[src/rtl/refill_pkg.sv]
package refill_pkg;

  typedef enum logic [1:0] {
    ST_IDLE,
    ST_REQ,
    ST_FILL,
    ST_HOLD
  } fillState_t;

  // strobes from control to datapath
  typedef struct packed {
    logic startMiss;  // open a refill for the address on missAddr
    logic startPend;  // open a refill for the parked address
    logic loadPend;   // park missAddr
    logic capture;    // store the current beat
  } dpStrobe_t;

endpackage

[src/rtl/refill_datapath.sv]
module refill_datapath
  import refill_pkg::*;
#(
  parameter int ADDR_W = 16,
  parameter int DATA_W = 32,
  parameter int WORDS  = 4,
  localparam int OFF_W = $clog2(WORDS),
  localparam int LINE_W = ADDR_W - OFF_W
) (
  input  logic                    clk,
  input  logic                    rstN,
  input  dpStrobe_t               strobe,
  input  logic [ADDR_W-1:0]       missAddr,
  input  logic [DATA_W-1:0]       memRdData,
  output logic [ADDR_W-1:0]       memAddr,
  output logic [LINE_W-1:0]       fillLine,
  output logic [WORDS*DATA_W-1:0] fillData,
  output logic [DATA_W-1:0]       fwdData,
  output logic                    allValid,
  output logic                    lastBeat,
  output logic                    critBeat
);

  logic [ADDR_W-1:0] curAddr;
  logic [ADDR_W-1:0] pendAddr;
  logic [OFF_W-1:0]  beatIdx;
  logic [WORDS-1:0]  wordVld;
  logic [DATA_W-1:0] wordBuf [WORDS];
  logic              startAny;

  assign startAny = strobe.startMiss | strobe.startPend;

  always_ff @(posedge clk) begin
    if (!rstN) begin
      curAddr  <= '0;
      pendAddr <= '0;
      beatIdx  <= '0;
    end else begin
      if (strobe.startMiss)      curAddr <= missAddr;
      else if (strobe.startPend) curAddr <= pendAddr;
      if (strobe.loadPend)       pendAddr <= missAddr;
      if (startAny)              beatIdx <= '0;
      else if (strobe.capture)   beatIdx <= beatIdx + 1'b1;
    end
  end

  for (genvar w = 0; w < WORDS; w++) begin : g_slot
    always_ff @(posedge clk) begin
      if (!rstN) begin
        wordVld[w] <= 1'b0;
        wordBuf[w] <= '0;
      end else if (startAny) begin
        wordVld[w] <= 1'b0;
      end else if (strobe.capture && beatIdx == OFF_W'(w)) begin
        wordVld[w] <= 1'b1;
        wordBuf[w] <= memRdData;
      end
    end
    assign fillData[w*DATA_W +: DATA_W] = wordBuf[w];
  end

  assign memAddr  = {curAddr[ADDR_W-1:OFF_W], {OFF_W{1'b0}}};
  assign fillLine = curAddr[ADDR_W-1:OFF_W];
  assign fwdData  = memRdData;
  assign allValid = &wordVld;
  assign lastBeat = (beatIdx == OFF_W'(WORDS - 1));
  assign critBeat = (beatIdx == curAddr[OFF_W-1:0]);

endmodule

[src/rtl/refill_ctrl.sv]
module refill_ctrl
  import refill_pkg::*;
(
  input  logic      clk,
  input  logic      rstN,
  input  logic      missValid,
  input  logic      coreAccess,
  input  logic      memGnt,
  input  logic      memRdValid,
  input  logic      allValid,
  input  logic      lastBeat,
  input  logic      critBeat,
  output dpStrobe_t strobe,
  output logic      memReq,
  output logic      fillWe,
  output logic      fwdValid,
  output logic      stall,
  output logic      storeYield
);

  fillState_t state, stateNxt;
  logic pendValid;
  logic waitReg;
  logic commit;

  always_comb begin
    commit           = (state == ST_HOLD) && allValid && !coreAccess;
    strobe.startMiss = missValid && ((state == ST_IDLE) || (commit && !pendValid));
    strobe.startPend = commit && pendValid;
    strobe.loadPend  = missValid && !strobe.startMiss;
    strobe.capture   = (state == ST_FILL) && memRdValid;
  end

  always_comb begin
    stateNxt = state;
    unique case (state)
      ST_IDLE: if (strobe.startMiss) stateNxt = ST_REQ;
      ST_REQ:  if (memGnt) stateNxt = ST_FILL;
      ST_FILL: if (strobe.capture && lastBeat) stateNxt = ST_HOLD;
      ST_HOLD: if (commit)
                 stateNxt = (strobe.startMiss || strobe.startPend) ? ST_REQ : ST_IDLE;
      default: stateNxt = ST_IDLE;
    endcase
  end

  always_ff @(posedge clk) begin
    if (!rstN) begin
      state     <= ST_IDLE;
      pendValid <= 1'b0;
      waitReg   <= 1'b0;
    end else begin
      state <= stateNxt;
      if (strobe.loadPend)       pendValid <= 1'b1;
      else if (strobe.startPend) pendValid <= 1'b0;
      if (missValid)             waitReg <= 1'b1;
      else if (fwdValid)         waitReg <= 1'b0;
    end
  end

  assign memReq     = (state == ST_REQ);
  assign fillWe     = commit;
  assign fwdValid   = strobe.capture && critBeat;
  assign stall      = waitReg;
  assign storeYield = (state == ST_REQ) || (state == ST_FILL);

endmodule

[src/rtl/line_refill_unit.sv]
module line_refill_unit
  import refill_pkg::*;
#(
  parameter int ADDR_W = 16,
  parameter int DATA_W = 32,
  parameter int WORDS  = 4,
  localparam int OFF_W = $clog2(WORDS),
  localparam int LINE_W = ADDR_W - OFF_W
) (
  input  logic                    clk,
  input  logic                    rstN,
  input  logic                    missValid,
  input  logic [ADDR_W-1:0]       missAddr,
  input  logic                    coreAccess,
  output logic                    memReq,
  output logic [ADDR_W-1:0]       memAddr,
  input  logic                    memGnt,
  input  logic                    memRdValid,
  input  logic [DATA_W-1:0]       memRdData,
  output logic                    fillWe,
  output logic [LINE_W-1:0]       fillLine,
  output logic [WORDS*DATA_W-1:0] fillData,
  output logic                    fwdValid,
  output logic [DATA_W-1:0]       fwdData,
  output logic                    stall,
  output logic                    storeYield
);

  dpStrobe_t strobe;
  logic allValid, lastBeat, critBeat;

  refill_ctrl u_ctrl (
    .clk       (clk),
    .rstN      (rstN),
    .missValid (missValid),
    .coreAccess(coreAccess),
    .memGnt    (memGnt),
    .memRdValid(memRdValid),
    .allValid  (allValid),
    .lastBeat  (lastBeat),
    .critBeat  (critBeat),
    .strobe    (strobe),
    .memReq    (memReq),
    .fillWe    (fillWe),
    .fwdValid  (fwdValid),
    .stall     (stall),
    .storeYield(storeYield)
  );

  refill_datapath #(
    .ADDR_W(ADDR_W),
    .DATA_W(DATA_W),
    .WORDS (WORDS)
  ) u_dp (
    .clk      (clk),
    .rstN     (rstN),
    .strobe   (strobe),
    .missAddr (missAddr),
    .memRdData(memRdData),
    .memAddr  (memAddr),
    .fillLine (fillLine),
    .fillData (fillData),
    .fwdData  (fwdData),
    .allValid (allValid),
    .lastBeat (lastBeat),
    .critBeat (critBeat)
  );

endmodule

[config.mk]
export PLATFORM = sky130hd
export DESIGN_NAME = line_refill_unit
export DESIGN_NICKNAME = d
export VERILOG_FILES = /design/src/rtl/refill_pkg.sv /design/src/rtl/refill_datapath.sv /design/src/rtl/refill_ctrl.sv /design/src/rtl/line_refill_unit.sv
export SDC_FILE = /design/constraint.sdc
export NUM_CORES = 1
export LEC_CHECK = 0
export BUFFER_PORTS_ARGS = -buffer_cell sky130_fd_sc_hd__buf_2
export CORE_MARGIN = 4
export CORE_UTILIZATION = 50
export CTS_CLUSTER_SIZE = 16
export DETAILED_ROUTE_END_ITERATION = 8
export PLACE_DENSITY = 0.82
export SETUP_SLACK_MARGIN = 0.2
export SLEW_MARGIN = 20
export SYNTH_ARGS = -nofsm -noshare
export SYNTH_HDL_FRONTEND = slang
export SYNTH_SLANG_ARGS = --single-unit
[constraint.sdc]
create_clock -name clk -period 4.8 [get_ports clk]
set_input_delay 0.72 -clock clk [delete_from_list [all_inputs] [get_ports clk]]
set_output_delay 0.72 -clock clk [all_outputs]
set_load 0.1 [all_outputs]
==> flow_metrics.tcl, run 1 <==
set metrics [dict create \
    rsz0062_at_grt "false" \
    clock_sinks 170 \
    worstHoldPathType "reg -> reg" \
    cts.clk_slew.worst_paths_ns 0.07 \
    diodes 0 \
    multiInputGateArea_mm2 0.00186 \
    hold_viol 0 \
    leakagePower_nw 3.80 \
    avgRoutedWirePerCell_um 16.9 \
    power.density_mw_per_mm2 560 \
    synthSimpleGateAreaFrac_pct 17.1 \
    clockBufferDepth 2 \
    grt_util_met1_pct 23.6 \
    cts_setup_buffers 0 \
    synth_edf_count 128 \
    finClkSkew_ns 0.00998 \
    hpwl_mm 10.7 \
    arrival_ns 2.19 \
    p_switching_mw 2.15 \
    yosysMostFrequentCell "and2_1" \
    crit_buf_inv 2 \
    drcViolationCount 0 \
    yosysTopAreaCell "edfxtp_1" \
    core_mm2 0.0140 \
    critical_path.top_delay_family "simple AND/OR/NAND/NOR gates" \
    drt-initial-drc-count 295 \
    synth_seq_cells 170 \
    start_util_pct 51.4 \
    peakVddDrop_v 0.000610 \
    crit_required_ns 4.08 \
    fmax_mhz 344 \
    drt-vias-per-instance 4.93 \
    grt_pass1_wl_mm 24.1 \
    ys_warn_count 0 \
    setup_viol 0 \
    max_cap_violations 0 \
    cts_buffers 17 \
    grt_pass1_vias 4455 \
    fillCellCount 1060 \
    slew_headroom_pct 39.9 \
    io_pins 249 \
    whs_ns 0.470 \
    switching_share_pct 44.0 \
    port_buffers 246 \
    synthMuxAreaShare_pct 0.278 \
    max_stage_delay_ns 0.44 \
    nets 812 \
    clk_latency_ns 0.42 \
    worstMarginPinSlew_ns 0.900 \
    placed_area_mm2 0.00803 \
    combinationalPowerShare_pct 35.1 \
    seqCellArea_mm2 0.00468 \
    vias 4645 \
    synth-compound-area-share_pct 5.76 \
    period_minus_slack_ns 2.91 \
    intPower_mw 2.74 \
    crit_fanout 11 \
    synth_area_mm2 0.00719 \
    cp-end-kind "output port" \
    grt.busiest_layer "met2" \
    die_y_um 128 \
    drt_wl_total_mm 16.0 \
    grt_overflow_total 0 \
    setup-tns-final_ns 0 \
    grtUsageMet2_pct 33.1 \
    ys_types 37 \
    netlist_instances 569 \
    drtAntennaViolNets 0 \
    cts_max_level 4 \
    final_cell_area_mm2 0.00874 \
    synth_area_leaders "edfxtp_1 (53%), dfxtp_1 (12%), and2_1 (11%), buf_4 (6.6%), nand2_1 (2.8%)" \
    gp_congestion 0.777 \
    post-route-period-util_pct 60.6 \
    synth_top_family_by_area "simple AND/OR/NAND/NOR gates" \
    yosysTopAreaCellShare_pct 53.5 \
    first_pass_iters 4 \
    cts_tree "done" \
    syn_area_per_cell_um2 12.6 \
    crit_type "reg -> out" \
    p_seq_share_pct 36.6 \
    status "finished, final reports clean" \
    cts_hold_buf 0 \
    ctsRootBufferMaster "clkbuf_16" \
    clock_power_share_pct 28.3 \
    area_delta_synth_final_pct 21.6 \
    start_kind "flop" \
    ys_top_cells_by_count "and2_1 (129), edfxtp_1 (128), buf_4 (63), nand2_1 (54), dfxtp_1 (42)" \
    async_flop_share_pct 0 \
    rows 43 \
    antenna_found_initial 0 \
    crit_slowest_cell "buf_2" \
    grt_max_degree 58 \
    cp_cell_sequence "inv_1 -> ha_1 -> and2_1 -> and3_1 -> buf_2" \
    final_layout_size_suffix_gt1_share_pct 39.4 \
    synth_adder_area_share_pct 1.57 \
    track_usage_pct 19.3 \
    slew_violations 0 \
    post_cts_resized 0 \
    met3_usage_pct 5.13 \
    synth_ff_type "edfxtp_1" \
    dieArea_mm2 0.0164 \
    synth_seq_area_share_pct 65.1 \
    synthXorXnorAreaFrac_pct 0.365 \
    finalPower_mw 4.89 \
    fp.dieW_um 128 \
]
-- final cells by class --
cell class,count,share of cell area (%)
clock buffers,17,4.87
clock inverters,15,2.10
inverters,8,0.344
multi-input cells,301,21.2
flip-flops and latches,170,53.6
well taps,180,2.58
repair buffers,251,15.3
-- metal layers --
metal,vias to the layer above,part of all wire [%]
met4,0,1.4
met2,215,50
li1,2241,-
met5,-,0
met3,20,8.9
met1,2169,40
-- power by group through the flow --
stage	Combinational [mW]	Sequential, mW	Clock, mW
after floorplan	1.16	2.24	0
after CTS	1.71	1.79	1.40
after detailed placement	1.71	1.82	0
after global routing	1.79	1.81	1.47
final	1.72	1.79	1.38
after global placement	1.70	1.82	0
-- stage by stage --
stage	cells	util, %	setup slack, ns
floorplan	570	-	0.581
detailed placement	906	57.4	1.89
global placement	906	57.4	1.96
global route	942	62.5	1.76
finish	942	62.5	1.89
CTS	938	61.8	1.88
-- kinds of logic (layout without fill, tap and decap cells) --
| kind of cell | after synthesis | after routing |
|---|---|---|
| mux | 2 | 2 |
| buf+inv | 99 | 291 |
| xor+xnor | 3 | 3 |
| fa+ha+maj | 9 | 9 |
| flops | 170 | 170 |
| compound gates | 67 | 67 |
| other cells | 1 | 2 |
| simple gates | 218 | 218 |
-- worst register-to-register path, stage by stage, from the launching register on --
cell and delay (ns):
dfxtp_1 0.40, ha_1 0.27, and2b_4 0.22, a31oi_4 0.12, nor2_4 0.71, o21ai_4 0.39, buf_16 0.27
-- sequential cells by signal, indices dropped and copies added (netlist names) --
| signal | count |
|---|---|
| u_dp.wordBuf | 128 |
| u_dp.curAddr | 16 |
| u_dp.pendAddr | 16 |
| u_dp.wordVld | 4 |
| u_ctrl.state | 2 |
| u_dp.beatIdx | 2 |
| u_ctrl.pendValid | 1 |
| u_ctrl.stall | 1 |
-- cells in the final DEF (no fill, tap or decap), types with 2 or more instances in the layout --
cell        instances
xnor2_1             3
buf_2             246
inv_1               8
bufinv_16           2
conb_1              2
clkinvlp_4          4
edfxtp_1          128
ha_1                9
inv_8               3
clkinv_4            2
nand2_1            54
dfxtp_1            42
a21oi_1             4
nor2_1              6
buf_16              3
o21ai_4             5
nand3_1            16
and2_1            129
inv_6               3
nor2b_1             2
nor2_4              5
mux2i_1             2
o21ai_0            32
a31oi_1            17
clkbuf_16          17
-- path summary, 6_finish.rpt --
check | start | to | slack (ns) | cells past startpoint
min reg2reg | u_dp.pendAddr[5]$_SDFFE_PN0P_ | u_dp.pendAddr[5]$_SDFFE_PN0P_ | 0.47 | 2
max reg2reg | u_ctrl.state[1]$_SDFFE_PN0P_ | u_dp.wordBuf[0][12]$_SDFFCE_PN0P_ | 2.17 | 6
min | u_dp.pendAddr[5]$_SDFFE_PN0P_ | u_dp.pendAddr[5]$_SDFFE_PN0P_ | 0.47 | 2
max | u_ctrl.state[0]$_SDFFE_PN0P_ | fwdValid | 1.89 | 5
Note: power is estimated with default switching activity, not from simulation.
==> run 2, diff against run 1 <==
Settings changed: ABC_AREA set to 1, CORE_UTILIZATION 50 to 45, PLACE_DENSITY 0.82 to 0.78.
Clock period 4.8 ns to 2.5 ns, I/O delays scaled along.
==> run 2 against run 1 <==
Effect of this change:
- highest routed layer unchanged
- power up 93%
- wire length up 1.3%
- first-iteration DRC count down 16%
- largest cell class unchanged
- critical endpoint unchanged
- register-to-register slack worse by 1.9 ns
- clock skew down 0.0021 ns
- via count up 4.7%
- die area up 7.7%
- core utilization down 5.8 points
- sequential share of layout area up 0.75 points
- non-clock buffer count up 9
- critical path depth up 3
==> flow_metrics.tcl, run 2 <==
set metrics [dict create \
    status "finished, final reports clean" \
    layout_setup_ws_ns 0.244 \
    setup_viol 0 \
    fp.dieW_um 133 \
    rrSetupSlack_ns 0.31 \
    max_cap_violations 0 \
    setup-tns-final_ns 0 \
    critical_path.top_delay_family "buffers and inverters" \
    synth_area_leaders "edfxtp_1 (55%), dfxtp_1 (12%), nor2_1 (7.2%), buf_4 (6.8%), inv_1 (3.5%)" \
    final_layout_size_suffix_gt1_share_pct 37.3 \
    core_mm2 0.0152 \
    cts_buffers 17 \
    cts_hold_buf 0 \
    start_kind "flop" \
    die_y_um 133 \
    drt-initial-drc-count 249 \
    final_cells 1013 \
    period_minus_slack_ns 2.26 \
    yosysTopAreaCellShare_pct 54.9 \
    reg2reg_to "u_dp.wordBuf[0][14]$_SDFFCE_PN0P_" \
    grt_pass1_vias 4657 \
    post-route-period-util_pct 90.3 \
    regMostFlops "u_dp.wordBuf" \
    clockBufferDepth 2 \
    cp_cell_sequence "inv_1 -> ha_1 -> nand2_1 -> clkinv_1 -> buf_4 -> nand2_1 -> inv_1 -> buf_6" \
    antenna_found_initial 0 \
    synth_edf_count 128 \
    io_pins 249 \
    cts_max_level 4 \
    r2r_cells 11 \
    yosysMostFrequentCell "nor2_1" \
    hp-start "missAddr[12]" \
    avgRoutedWirePerCell_um 16.0 \
    drt_wl_total_mm 16.2 \
    gp_congestion 0.793 \
    r2r_start "u_ctrl.state[0]$_SDFFE_PN0P_" \
    drcViolationCount 0 \
    grt_max_degree 34 \
    ys_top_cells_by_count "nor2_1 (134), edfxtp_1 (128), inv_1 (66), buf_4 (63), o21ai_0 (48)" \
    async_flop_share_pct 0 \
    start_util_pct 46.1 \
    port_buffers 246 \
    worstMarginPinSlew_ns 0.515 \
    largestRegisters "u_dp.wordBuf x128, u_dp.curAddr x16, u_dp.pendAddr x16" \
    cts.clk_slew.worst_paths_ns 0.07 \
    final_cell_mix "buf_2 (245), nor2_1 (134), edfxtp_1 (128)" \
    area_delta_synth_final_pct 23.1 \
    crit_buf_inv 5 \
    crit_required_ns 2.12 \
    yosysTopAreaCell "edfxtp_1" \
    crit_fanout 8 \
    hold_viol 0 \
    min_to "u_dp.pendAddr[12]$_SDFFE_PN0P_" \
    slew_headroom_pct 65.9 \
    layout_commonest_cell "buf_2" \
    power.density_mw_per_mm2 1100 \
    hpwl_mm 11.1 \
    dp_slack_ns 0.184 \
    final_util_pct 56.7 \
    synth_ff_type "edfxtp_1" \
    synth_seq_area_share_pct 66.9 \
    max_stage_delay_ns 0.37 \
    synth_area_mm2 0.00701 \
    dp.cells 978 \
    clock_sinks 170 \
    netlist_instances 621 \
    clk_latency_ns 0.41 \
    diodes 0 \
    first_pass_iters 4 \
    worstSetupPathDepth 8 \
    worstHoldPathType "in -> reg" \
    rsz0062_at_grt "true" \
    nets 876 \
    largest_register_ffs 128 \
    ys_types 29 \
    grt_pass1_wl_mm 24.6 \
    leakagePower_nw 4.06 \
    drtAntennaViolNets 0 \
    track_usage_pct 17.8 \
    synth_seq_cells 170 \
    fmax_mhz 443 \
    syn_area_per_cell_um2 11.3 \
    slew_violations 0 \
    crit_slowest_cell "dfxtp_2" \
    arrival_ns 1.88 \
    grt_overflow_total 0 \
    crit_start "u_ctrl.state[0]$_SDFFE_PN0P_" \
    dieArea_mm2 0.0176 \
    cts_tree "done" \
    hold-path-cell-count 3 \
    peakVddDrop_v 0.000888 \
    drt-vias-per-instance 4.80 \
    finClkSkew_ns 0.00783 \
    finalPower_mw 9.46 \
    cp-end-kind "output port" \
    crit_type "reg -> out" \
    ys_warn_count 0 \
    rows 45 \
    vias 4864 \
    ctsRootBufferMaster "clkbuf_16" \
]
## run 2: changes by cell type after synthesis, sizes merged, moves of 2 or more
cell	before	now
mux2i	2	0
and2	129	0
xnor2	3	0
nor3	0	2
nand2	55	49
nand3	16	5
inv	8	67
nor2	11	136
a21oi	5	38
a31oi	18	0
clkbuf	11	7
o21ai	37	53
nor2b	3	0
## run 2: what timing repair did
| item | CTS | global route |
|---|---|---|
| setup endpoints to repair | 25 | 70 |
| gates resized for setup | 2 | 2 |
| buffers inserted | 0 | 3 |
| pin swaps | 0 | 2 |
## run 2: through the flow
step                hold WS (ns)  instance area [um^2]
finish                     0.249                  8620
global route               0.253                  8620
CTS                        0.236                  8550
detailed placement         0.443                  7970
global placement           0.437                  7970
floorplan                  0.426                  7070
## run 2: report_power, final
group | leakage (nW) | switching (mW) | internal [mW]
Sequential | 1.67 | 0.125 | 3.32
Clock | 0.276 | 1.08 | 1.48
Combinational | 2.12 | 2.92 | 0.525
Total | 4.06 | 4.13 | 5.33
## run 2: worst max-delay path by stage
stage                                              to  slack (ns)
floorplan            u_dp.wordBuf[0][0]$_SDFFCE_PN0P_        0.23
global placement     u_dp.wordBuf[0][0]$_SDFFCE_PN0P_        0.26
detailed placement   u_dp.wordBuf[0][0]$_SDFFCE_PN0P_        0.18
CTS                 u_dp.wordBuf[0][23]$_SDFFCE_PN0P_        0.20
global route                                 fwdValid        0.14
finish                                       fwdValid        0.24
## run 2: worst register-to-register path: cells and delay by family, from the launching register on
family	cells	cell delay, ns
simple gates	8	1.25
fa+ha+maj	1	0.21
flops	1	0.34
buf+inv	2	0.22
## run 2: cells by family (layout without fill, tap and decap cells)
family                   count (synthesis)  count (layout)  share of synthesized area [%]
flip-flops                             170             170                           66.9
AND/OR/NAND/NOR                        192             192                           11.7
XOR/XNOR                                 1               1                          0.125
buffers and inverters                  156             359                           13.1
other                                    1               2                         0.0535
AO/OA/AOI/OAI                           92              92                           6.59
adder cells (fa/ha/maj)                  9               9                           1.61
## run 2: cell type report
type,instances,area (um^2)
inverters,68,263
repair buffers,260,1400
well taps,188,235
clock inverters,13,145
clock buffers,18,429
flip-flops and latches,170,4690
multi-input cells,296,1460
fillers,1286,6580
## run 2: routing by layer
| metal | global-route usage (%) | vias up | wire (um) |
|---|---|---|---|
| met1 | 21.5 | 2288 | 6740 |
| met5 | 0 | - | 0 |
| met4 | 4.39 | 0 | 84 |
| met3 | 5.93 | 8 | 1320 |
| li1 | - | 2345 | - |
| met2 | 30.9 | 223 | 8020 |
